===== config.mk =====
export PLATFORM = sky130hd
export DESIGN_NAME = dual_speed_ce_gen
export DESIGN_NICKNAME = d
export VERILOG_FILES = /design/src/rtl/dsce_pkg.sv /design/src/rtl/dsce_regs.sv /design/src/rtl/dsce_mode_fsm.sv /design/src/rtl/dsce_power_fsm.sv /design/src/rtl/dsce_ce_out.sv /design/src/rtl/dual_speed_ce_gen.sv
export SDC_FILE = /design/constraint.sdc
export NUM_CORES = 1
export LEC_CHECK = 0
export ABC_AREA = 1
export BUFFER_PORTS_ARGS = -buffer_cell sky130_fd_sc_hd__clkbuf_2
export CORE_MARGIN = 8
export CORE_UTILIZATION = 40
export CTS_CLUSTER_DIAMETER = 30
export DETAILED_ROUTE_END_ITERATION = 8
export HOLD_SLACK_MARGIN = 0.05
export PLACE_DENSITY = 0.83
export SLEW_MARGIN = 10
export SYNTH_ARGS = -nofsm -noshare
export SYNTH_HDL_FRONTEND = slang
export SYNTH_SLANG_ARGS = --single-unit

===== constraint.sdc =====
create_clock -name clk -period 1.9 [get_ports clk]
set_clock_uncertainty 0.1 [all_clocks]
set_input_delay 0.095 -clock clk [delete_from_list [all_inputs] [get_ports clk]]
set_output_delay 0.095 -clock clk [all_outputs]
set_load 0.01 [all_outputs]

===== src/rtl/dsce_pkg.sv =====
package dsce_pkg;

    localparam int REG_W      = 8;
    localparam int NUM_PERIPH = 8;

    // Peripheral enable index map
    localparam int PER_TMR0 = 0;
    localparam int PER_TMR1 = 1;
    localparam int PER_TMR2 = 2;
    localparam int PER_UART = 3;
    localparam int PER_PCA  = 4;
    localparam int PER_WDOG = 5;
    localparam int PER_CAN  = 6;
    localparam int PER_SPI  = 7;

    typedef enum logic [0:0] {
        MODE_STD  = 1'b0,
        MODE_FAST = 1'b1
    } mode_e;

    typedef enum logic [1:0] {
        PWR_RUN  = 2'd0,
        PWR_IDLE = 2'd1,
        PWR_DOWN = 2'd2
    } pwr_e;

endpackage


===== src/rtl/dsce_regs.sv =====
module dsce_regs
    import dsce_pkg::*;
#(
    parameter int REG_BITS = REG_W,
    parameter int NPER     = NUM_PERIPH
) (
    input  logic                clk,
    input  logic                rst_n,
    input  logic                boot_fast,
    input  logic                wr_en,
    input  logic                wr_addr,
    input  logic [REG_BITS-1:0] wr_data,
    output logic [REG_BITS-1:0] ctl0_q,
    output logic [REG_BITS-1:0] ctl1_q,
    output logic                main_fast,
    output logic [NPER-1:0]     periph_slow
);

    // Peripheral bits that live in register 0 (all but bit 0)
    localparam int CTL0_PER = REG_BITS - 1;

    always_ff @(posedge clk) begin
        if (!rst_n) begin
            ctl0_q <= {{(REG_BITS-1){1'b0}}, boot_fast};
            ctl1_q <= '0;
        end else if (wr_en) begin
            if (!wr_addr) begin
                ctl0_q <= wr_data;
            end else begin
                ctl1_q <= {{(REG_BITS-1){1'b0}}, wr_data[0]};
            end
        end
    end

    assign main_fast = ctl0_q[0];

    for (genvar gi = 0; gi < NPER; gi++) begin : g_slow_map
        if (gi < CTL0_PER) begin : g_ctl0
            assign periph_slow[gi] = ctl0_q[gi+1];
        end else begin : g_ctl1
            assign periph_slow[gi] = ctl1_q[gi-CTL0_PER];
        end
    end


    ctl0_write_chk: assert property (@(posedge clk) disable iff (!rst_n)
        (wr_en && !wr_addr) |=> (ctl0_q == $past(wr_data)));


    ctl1_write_chk: assert property (@(posedge clk) disable iff (!rst_n)
        (wr_en && wr_addr) |=> (ctl1_q == {{(REG_BITS-1){1'b0}}, $past(wr_data[0])}));

endmodule


===== src/rtl/dsce_mode_fsm.sv =====
module dsce_mode_fsm
    import dsce_pkg::*;
(
    input  logic  clk,
    input  logic  rst_n,
    input  logic  boot_fast,
    input  logic  main_fast,
    output logic  half_q,
    output mode_e mode_q
);

    mode_e mode_n;
    logic  std_to_fast;
    logic  fast_to_std;

    // Halving flop: its rising edge is the only point where the rate may change
    always_ff @(posedge clk) begin
        if (!rst_n) half_q <= 1'b0;
        else        half_q <= ~half_q;
    end

    assign std_to_fast = !half_q &&  main_fast;
    assign fast_to_std = !half_q && !main_fast;

    always_ff @(posedge clk) begin
        if (!rst_n) mode_q <= boot_fast ? MODE_FAST : MODE_STD;
        else        mode_q <= mode_n;
    end

    always_comb begin
        mode_n = mode_q;
        unique case (mode_q)
            MODE_STD:  if (std_to_fast) mode_n = MODE_FAST;
            MODE_FAST: if (fast_to_std) mode_n = MODE_STD;
            default:   mode_n = MODE_STD;
        endcase
    end


    mode_on_rise_chk: assert property (@(posedge clk) disable iff (!rst_n)
        (mode_q != $past(mode_q)) |-> ($past(half_q) == 1'b0));

endmodule


===== src/rtl/dsce_power_fsm.sv =====
module dsce_power_fsm
    import dsce_pkg::*;
(
    input  logic clk,
    input  logic rst_n,
    input  logic idle_req,
    input  logic pdown_req,
    output pwr_e pwr_q,
    output logic cpu_run,
    output logic periph_run
);

    pwr_e pwr_n;
    logic enter_down;
    logic enter_idle;
    logic wake;

    assign enter_down = pdown_req;
    assign enter_idle = !pdown_req && idle_req;
    assign wake       = !pdown_req && !idle_req;

    always_ff @(posedge clk) begin
        if (!rst_n) pwr_q <= PWR_RUN;
        else        pwr_q <= pwr_n;
    end

    always_comb begin
        pwr_n = pwr_q;
        unique case (pwr_q)
            PWR_RUN: begin
                if (enter_down)      pwr_n = PWR_DOWN;
                else if (enter_idle) pwr_n = PWR_IDLE;
            end
            PWR_IDLE: begin
                if (enter_down)      pwr_n = PWR_DOWN;
                else if (wake)       pwr_n = PWR_RUN;
            end
            PWR_DOWN: begin
                if (enter_idle)      pwr_n = PWR_IDLE;
                else if (wake)       pwr_n = PWR_RUN;
            end
            default:                 pwr_n = PWR_RUN;
        endcase
    end

    always_comb begin
        cpu_run    = 1'b0;
        periph_run = 1'b0;
        unique case (pwr_q)
            PWR_RUN:  begin cpu_run = 1'b1; periph_run = 1'b1; end
            PWR_IDLE: begin cpu_run = 1'b0; periph_run = 1'b1; end
            PWR_DOWN: begin cpu_run = 1'b0; periph_run = 1'b0; end
            default:  begin cpu_run = 1'b0; periph_run = 1'b0; end
        endcase
    end


    pdown_entry_chk: assert property (@(posedge clk) disable iff (!rst_n)
        pdown_req |=> (pwr_q == PWR_DOWN));


    idle_entry_chk: assert property (@(posedge clk) disable iff (!rst_n)
        (idle_req && !pdown_req) |=> (pwr_q == PWR_IDLE));

endmodule


===== src/rtl/dsce_ce_out.sv =====
module dsce_ce_out
    import dsce_pkg::*;
#(
    parameter int NPER = NUM_PERIPH
) (
    input  logic            clk,
    input  logic            rst_n,
    input  logic            half_q,
    input  mode_e           mode_q,
    input  logic [NPER-1:0] periph_slow,
    input  logic            cpu_run,
    input  logic            periph_run,
    output logic            cpu_ce,
    output logic [NPER-1:0] periph_ce
);

    logic fast_now;

    assign fast_now = (mode_q == MODE_FAST);
    assign cpu_ce   = cpu_run && (fast_now || half_q);

    for (genvar gi = 0; gi < NPER; gi++) begin : g_per
        logic run_full;
        assign run_full      = fast_now && !periph_slow[gi];
        assign periph_ce[gi] = periph_run && (run_full || half_q);
    end


    std_cpu_gap_chk: assert property (@(posedge clk) disable iff (!rst_n)
        (mode_q == MODE_STD && cpu_ce) |=> !cpu_ce);


    down_quiet_chk: assert property (@(posedge clk) disable iff (!rst_n)
        !periph_run |-> (periph_ce == '0 && !cpu_ce));

endmodule


===== src/rtl/dual_speed_ce_gen.sv =====
module dual_speed_ce_gen
    import dsce_pkg::*;
(
    input  logic                  clk,
    input  logic                  rst_n,
    input  logic                  boot_fast,
    input  logic                  wr_en,
    input  logic                  wr_addr,
    input  logic [REG_W-1:0]      wr_data,
    input  logic                  idle_req,
    input  logic                  pdown_req,
    output logic [REG_W-1:0]      ctl0_rd,
    output logic [REG_W-1:0]      ctl1_rd,
    output logic                  cpu_ce,
    output logic [NUM_PERIPH-1:0] periph_ce
);

    logic                  main_fast;
    logic [NUM_PERIPH-1:0] periph_slow;
    logic                  half_q;
    mode_e                 mode_q;
    pwr_e                  pwr_q;
    logic                  cpu_run;
    logic                  periph_run;

    dsce_regs #(.REG_BITS(REG_W), .NPER(NUM_PERIPH)) regs_i (
        .clk         (clk),
        .rst_n       (rst_n),
        .boot_fast   (boot_fast),
        .wr_en       (wr_en),
        .wr_addr     (wr_addr),
        .wr_data     (wr_data),
        .ctl0_q      (ctl0_rd),
        .ctl1_q      (ctl1_rd),
        .main_fast   (main_fast),
        .periph_slow (periph_slow)
    );

    dsce_mode_fsm mode_i (
        .clk       (clk),
        .rst_n     (rst_n),
        .boot_fast (boot_fast),
        .main_fast (main_fast),
        .half_q    (half_q),
        .mode_q    (mode_q)
    );

    dsce_power_fsm pwr_i (
        .clk        (clk),
        .rst_n      (rst_n),
        .idle_req   (idle_req),
        .pdown_req  (pdown_req),
        .pwr_q      (pwr_q),
        .cpu_run    (cpu_run),
        .periph_run (periph_run)
    );

    dsce_ce_out #(.NPER(NUM_PERIPH)) ce_i (
        .clk         (clk),
        .rst_n       (rst_n),
        .half_q      (half_q),
        .mode_q      (mode_q),
        .periph_slow (periph_slow),
        .cpu_run     (cpu_run),
        .periph_run  (periph_run),
        .cpu_ce      (cpu_ce),
        .periph_ce   (periph_ce)
    );


    fast_cpu_every_chk: assert property (@(posedge clk) disable iff (!rst_n)
        (mode_q == MODE_FAST && pwr_q == PWR_RUN) |-> cpu_ce);


    idle_cpu_quiet_chk: assert property (@(posedge clk) disable iff (!rst_n)
        (pwr_q == PWR_IDLE) |-> !cpu_ce);


    std_periph_aligned_chk: assert property (@(posedge clk) disable iff (!rst_n)
        (mode_q == MODE_STD && pwr_q != PWR_DOWN) |-> (periph_ce == {NUM_PERIPH{half_q}}));

endmodule


==> results of run 1 <==
## worst max-delay path, delay by kind of cell, from the launching register on
family | cells | cell delay (ps)
AOI/OAI and AO/OA | 2 | 420
DFF | 1 | 400
buffers and inverters | 1 | 150
## flip-flops by register name, indices dropped and copies added (netlist names), named ones only
register,flops
regs_i.ctl0_q,8
regs_i.ctl1_q,1
mode_i.half_q,1
pwr_i.pwr_q,2
## cell usage in the layout, fill, tap and decap left out
cell type      instances
inv_2                  2
o21ai_0                1
nor2_4                 1
a21oi_1                9
dlygate4sd3_1         12
edfxtp_1               2
dfxtp_1               11
conb_1                 7
nand2_1               16
nor2_1                17
o21bai_2               1
clkbuf_4               3
nand3_1                9
nor3_1                 1
inv_1                 11
clkbuf_2              32
clkbuf_1               1
## how the worst max path moves through the flow
stage | slack, ps | depth (start not counted) | endpoint
floorplan | 960 | 2 | periph_ce[0]
global placement | 810 | 3 | periph_ce[7]
detailed placement | 790 | 3 | periph_ce[7]
CTS | 480 | 3 | periph_ce[7]
global route | 380 | 3 | periph_ce[2]
finish | 470 | 3 | periph_ce[2]
## layout make-up
class	count	area, sq um	area share, %
well taps	16	20.0	2.16
clock buffers	4	26.3	2.83
flip-flops and latches	13	280	30.2
multi-input cells	62	273	29.4
repair buffers	44	280	30.2
inverters	13	48.8	5.26
## kinds of logic (layout without fill, tap and decap cells)
| logic type | after synthesis | after routing | synth area share (%) |
|---|---|---|---|
| AO/OA/AOI/OAI | 11 | 11 | 9.31 |
| AND/OR/NAND/NOR | 44 | 44 | 28.1 |
| buffers and inverters | 23 | 61 | 19.4 |
| flip-flops | 13 | 13 | 42.6 |
| other | 1 | 7 | 0.570 |
## per-layer routing
| metal | vias up | routed length [microns] | global-route usage [%] |
|---|---|---|---|
| met5 | - | 0 | 0 |
| met4 | 0 | 27 | 6.19 |
| met3 | 2 | 85 | 2.92 |
| met2 | 20 | 983 | 22.3 |
| met1 | 307 | 846 | 12.2 |
| li1 | 357 | - | - |
## power by group through the flow
stage	Sequential (mW)	Clock [mW]	Combinational [mW]
6_report	0.313	0.172	0.171
5_1_grt	0.315	0.188	0.191
4_1_cts	0.313	0.171	0.169
3_5_place_dp	0.319	0	0.150
3_3_place_gp	0.318	0	0.147
2_1_floorplan	0.322	0	0.0964
## per-stage QoR
step                      util (%)  hold WS (ps)  cells  area [sq um]  setup WS [ps]
after CTS                     60.9          64.4    152           928            482
after floorplan                  -           133     98           681            961
after global placement        51.3           226    136           782            813
final                         60.9          74.3    152           928            467
after global routing          60.9          66.9    152           928            383
after detailed placement      51.3           227    136           782            785
==> flow_summary.json, run 1 <==
{
  "synth_area_sq_um": 658,
  "rows": 14,
  "slowest_delay_ps": 400,
  "combinationalPowerShare_pct": 26.0,
  "cts_tree": "built",
  "die_x_microns": 56.6,
  "drive_above_1_share_pct": 28.7,
  "cts_resized": 0,
  "cts_buffers": 3,
  "finalMaxSlewViolations": 0,
  "synth-main-ff-cell": "dfxtp_1",
  "gp_congestion": 0.810,
  "min_to": "regs_i.ctl1_q[0]$_SDFFE_PN0P_",
  "required_ps": 1700,
  "avgSynthCellArea_sq_um": 7.15,
  "criticalPathCategory": "register to output port",
  "grt-ovfl-total": 0,
  "cts-root-buf": "clkbuf_4",
  "wl_per_cell_microns": 12.8,
  "synth_cell_types": 15,
  "die_y_microns": 56.6,
  "htree_levels": 1,
  "antenna_found_initial": 0,
  "start_util_pct": 43.2,
  "design.die.area_sq_um": 3200,
  "hold_start": "wr_addr",
  "swShare_pct": 30.8,
  "synth_top_cells_by_count": "nor2_1, nand2_1, dfxtp_1, inv_1",
  "clkSinkCount": 13,
  "vias": 686,
  "p_clk_share_pct": 26.3,
  "maxCapViolations": 0,
  "dp_hpwl_microns": 1330,
  "antenna_cells": 0,
  "p_leak_nw": 0.516,
  "min_path_cells": 3,
  "grt_pass1_wl_microns": 3240,
  "synthArstFlopShare_pct": 0,
  "rsz0062_at_grt": "no",
  "drt_first_pass_iters": 4,
  "place.port_buffers": 32,
  "finalWirelength_microns": 1940,
  "ys_seq_area_share_pct": 42.6,
  "power.internal_mw": 0.454,
  "area_growth_pct": 41.1,
  "holdBufCountCts": 12,
  "grt_start_max_net_pins": 13,
  "endpoint_kind": "output port",
  "reg2reg_depth": 3,
  "status": "completed",
  "crit_slowest_cell": "edfxtp_1",
  "seq_power_share_pct": 47.7,
  "synth_most_common_cell": "nor2_1",
  "synth_top_area_share_pct": 33.5,
  "cellPowerDensity_nw_per_um2": 707,
  "worstPathCellList": "o21bai_2, a21oi_1, clkbuf_2",
  "crit_path_max_fanout": 9,
  "clk_latency_ps": 260,
  "synthCells": 92,
  "num-fill-cells": 141,
  "totalPowerFinal_mw": 0.656,
  "fin_setup_tns_ps": 0,
  "p_sw_mw": 0.202,
  "ys_ff_latch": 13,
  "design.core.area_sq_um": 1520,
  "grt_usage_pct": 12.1,
  "final_hold_viol_count": 0,
  "setup_viol": 0,
  "post_cts_buffers": 0,
  "yosysWarningCount": 0,
  "fin_crit_ps": 1430,
  "reg2reg_from": "mode_i.half_q$_SDFF_PN0_",
  "irDropWorstVdd_uv": 365,
  "fin_crit_sh_pct": 75.4,
  "drc": 0,
  "yosys.area.top_type": "dfxtp_1",
  "clock_path_buffers": 2,
  "synth-edff-count": 2,
  "ios": 40,
  "grt_pass1_vias": 725,
  "drtIter0Drc": 5,
  "cp.arrival_ps": 1240,
  "clk_pin_slew_ps": 80,
  "max_freq_mhz": 698,
  "start_kind": "register",
  "layout.nets": 152,
  "worstHoldPathType": "primary input to register",
  "synth_area_leaders": "dfxtp_1, buf_4, nor2_1",
  "vias_per_cell": 4.51,
  "antenna_left": 0,
  "reg2reg_slack_ps": 960
}
Note: power is estimated with default switching activity, not from simulation.
==> run 2: changes to the inputs <==
ABC_AREA = 0   (was 1)
CORE_UTILIZATION = 38   (was 40)
PLACE_DENSITY = 0.81   (was 0.83)
clock period = 1.29 ns   (was 1.9 ns; I/O delays follow)
==> run 2 against run 1 <==
The flow now finishes with violations (negative setup slack). Via count fell by 1.0%. Design area rose by 13%. Clock power rose by 47%. Global-route usage fell by 2.3 points. Combinational power rose by 65%. Largest cell class is now multi-input combinational cells. Non-clock buffer count rose by 5. Sequential share of layout area fell by 3.2 points.
==> flow_summary.json, run 2 <==
{
  "slowest_delay_ps": 420,
  "wl_per_cell_microns": 11.6,
  "final_hold_viol_count": 0,
  "ys_seq_area_share_pct": 39.9,
  "cts_buffers": 3,
  "p_sw_mw": 0.295,
  "fin_crit_ps": 1300,
  "place_area_sq_um": 832,
  "reg_top3": "regs_i.ctl0_q x8, pwr_i.pwr_q x2",
  "grt_pass1_vias": 682,
  "die_x_microns": 59.0,
  "synth-edff-count": 2,
  "synth_top_cells_by_count": "nand2_1, dfxtp_1, nand2b_1",
  "fin_crit_sh_pct": 101,
  "final_cell_mix": "clkbuf_2, nand2_1, dlygate4sd3_1",
  "worstPathCellList": "buf_6, nand2b_1, a21oi_2, buf_2",
  "largest-register": "regs_i.ctl0_q",
  "die_y_microns": 59.0,
  "max_freq_mhz": 769,
  "cts-root-buf": "clkbuf_4",
  "start_util_pct": 40.7,
  "yosysWarningCount": 0,
  "global_route.peak_usage_layer": "met2",
  "clock_path_buffers": 2,
  "design.core.area_sq_um": 1730,
  "final_common_cell": "clkbuf_2",
  "crit_slowest_cell": "edfxtp_1",
  "irDropWorstVdd_uv": 664,
  "place.port_buffers": 32,
  "grt-ovfl-total": 0,
  "setup_viol": 3,
  "vias_per_cell": 4.47,
  "drtIter0Drc": 4,
  "rsz0062_at_grt": "yes",
  "grt_use_met1_pct": 9.68,
  "worstHoldPathType": "primary input to register",
  "fin_cells": 152,
  "ios": 40,
  "design.die.area_sq_um": 3480,
  "finalWirelength_microns": 1760,
  "status": "complete, but fails checks",
  "clk_latency_ps": 280,
  "ys_ff_latch": 13,
  "criticalPathCategory": "register to output port",
  "drt_first_pass_iters": 4,
  "grt_usage_pct": 9.83,
  "grt_start_max_net_pins": 18,
  "totalPowerFinal_mw": 0.999,
  "cts_tree": "built",
  "rows": 15,
  "synthCells": 80,
  "p_clk_share_pct": 25.4,
  "synth-main-ff-cell": "dfxtp_1",
  "seq_power_share_pct": 46.3,
  "met3_usage_pct": 4.56,
  "fin_area_sq_um": 1050,
  "failed_checks": "negative setup slack",
  "finalMaxSlewViolations": 0,
  "synth_most_common_cell": "nand2_1",
  "synth_area_leaders": "dfxtp_1, mux2i_1, nand2_1",
  "fin_util_pct": 60.7,
  "cp.arrival_ps": 1140,
  "yosys.area.top_type": "dfxtp_1",
  "cellPowerDensity_nw_per_um2": 954,
  "p_leak_nw": 0.505,
  "dp.cells": 133,
  "met2_usage_pct": 17.3,
  "avgSynthCellArea_sq_um": 8.77,
  "combinationalPowerShare_pct": 28.3,
  "synth_area_sq_um": 702,
  "clk_pin_slew_ps": 80,
  "synth_cell_types": 21,
  "drc": 0,
  "required_ps": 1130,
  "antenna_left": 0,
  "worst_slack_ps": -10.5,
  "start_kind": "register",
  "synthArstFlopShare_pct": 0,
  "endpoint_kind": "output port",
  "area_growth_pct": 49.2,
  "clkSinkCount": 13,
  "antenna_cells": 0,
  "drive_above_1_share_pct": 40.9,
  "swShare_pct": 29.5,
  "grt_pass1_wl_microns": 2710,
  "largest_reg_flops": 8,
  "vias": 679,
  "htree_levels": 1,
  "layout.nets": 143,
  "crit_path_max_fanout": 5,
  "synth_top_area_share_pct": 31.4,
  "gp_congestion": 0.719,
  "maxCapViolations": 0,
  "antenna_found_initial": 0,
  "power.internal_mw": 0.705
}
## run 2: logic make-up after synthesis
logic type / share of synthesized area (%)
AOI/OAI and AO/OA: 7.66
buffers and inverters: 15.1
DFF: 39.9
muxes: 11.4
other: 0.534
and+or+nand+nor: 25.3
## run 2: power by group through the flow
stage / clock network, mW / registers [mW] / logic, mW
finish: 0.253 / 0.463 / 0.283
global route: 0.275 / 0.468 / 0.310
CTS: 0.256 / 0.459 / 0.260
detailed placement: 0 / 0.476 / 0.211
global placement: 0 / 0.474 / 0.208
floorplan: 0 / 0.471 / 0.148
## run 2: worst paths after layout
| path | start | end | depth (start not counted) | slack [ps] |
|---|---|---|---|---|
| min | rst_n | regs_i.ctl0_q[5]$_SDFFE_PN0P_ | 3 | 120 |
| max reg2reg | pwr_i.pwr_q[1]$_SDFFE_PN0P_ | pwr_i.pwr_q[0]$_SDFFE_PN0P_ | 2 | 340 |
| max | register | periph_ce[4] | 4 | -10 |
| min reg2reg | mode_i.half_q$_SDFF_PN0_ | mode_i.half_q$_SDFF_PN0_ | 1 | 360 |
## run 2: cell type report
cell class | instances | area, sq um
fill | 165 | 679
multi-input combinational | 59 | 372
timing repair buffer | 49 | 328
sequential | 13 | 283
tap | 25 | 31.3
clock buffer | 4 | 26.3
inverter | 2 | 7.51
## run 2: timing repair
| item | 4_1_cts | 5_1_grt |
|---|---|---|
| buffers inserted | 2 | 0 |
| gates resized for setup | 0 | 20 |
| pin swaps | 0 | 8 |
| hold endpoints to repair | 12 | 0 |
| hold buffers | 13 | 0 |
| endpoints found under the setup margin | 9 | 9 |
## run 2: critical path: cells and delay by family, from the launching register on
family | cells | cell delay, ps
AOI/OAI and AO/OA | 1 | 50
buffers and inverters | 2 | 300
DFF | 1 | 420
and+or+nand+nor | 1 | 80
## run 2: metrics by stage
step | TNS (ps) | hold WS (ps) | worst slack [ps]
3_3_place_gp | 0 | 193 | 246
2_1_floorplan | 0 | 106 | 364
4_1_cts | 0 | 122 | 7.94
6_report | -23.0 | 123 | -10.5
5_1_grt | -514 | 148 | -90.5
3_5_place_dp | 0 | 207 | 224
## run 2: layer usage
layer  routed length [microns]  vias up  share of wire (%)
met4                        19        0                1.1
li1                          -      339                  -
met5                         0        -                  0
met1                       729      307                 42
met2                       797       31                 45
met3                       210        2                 12
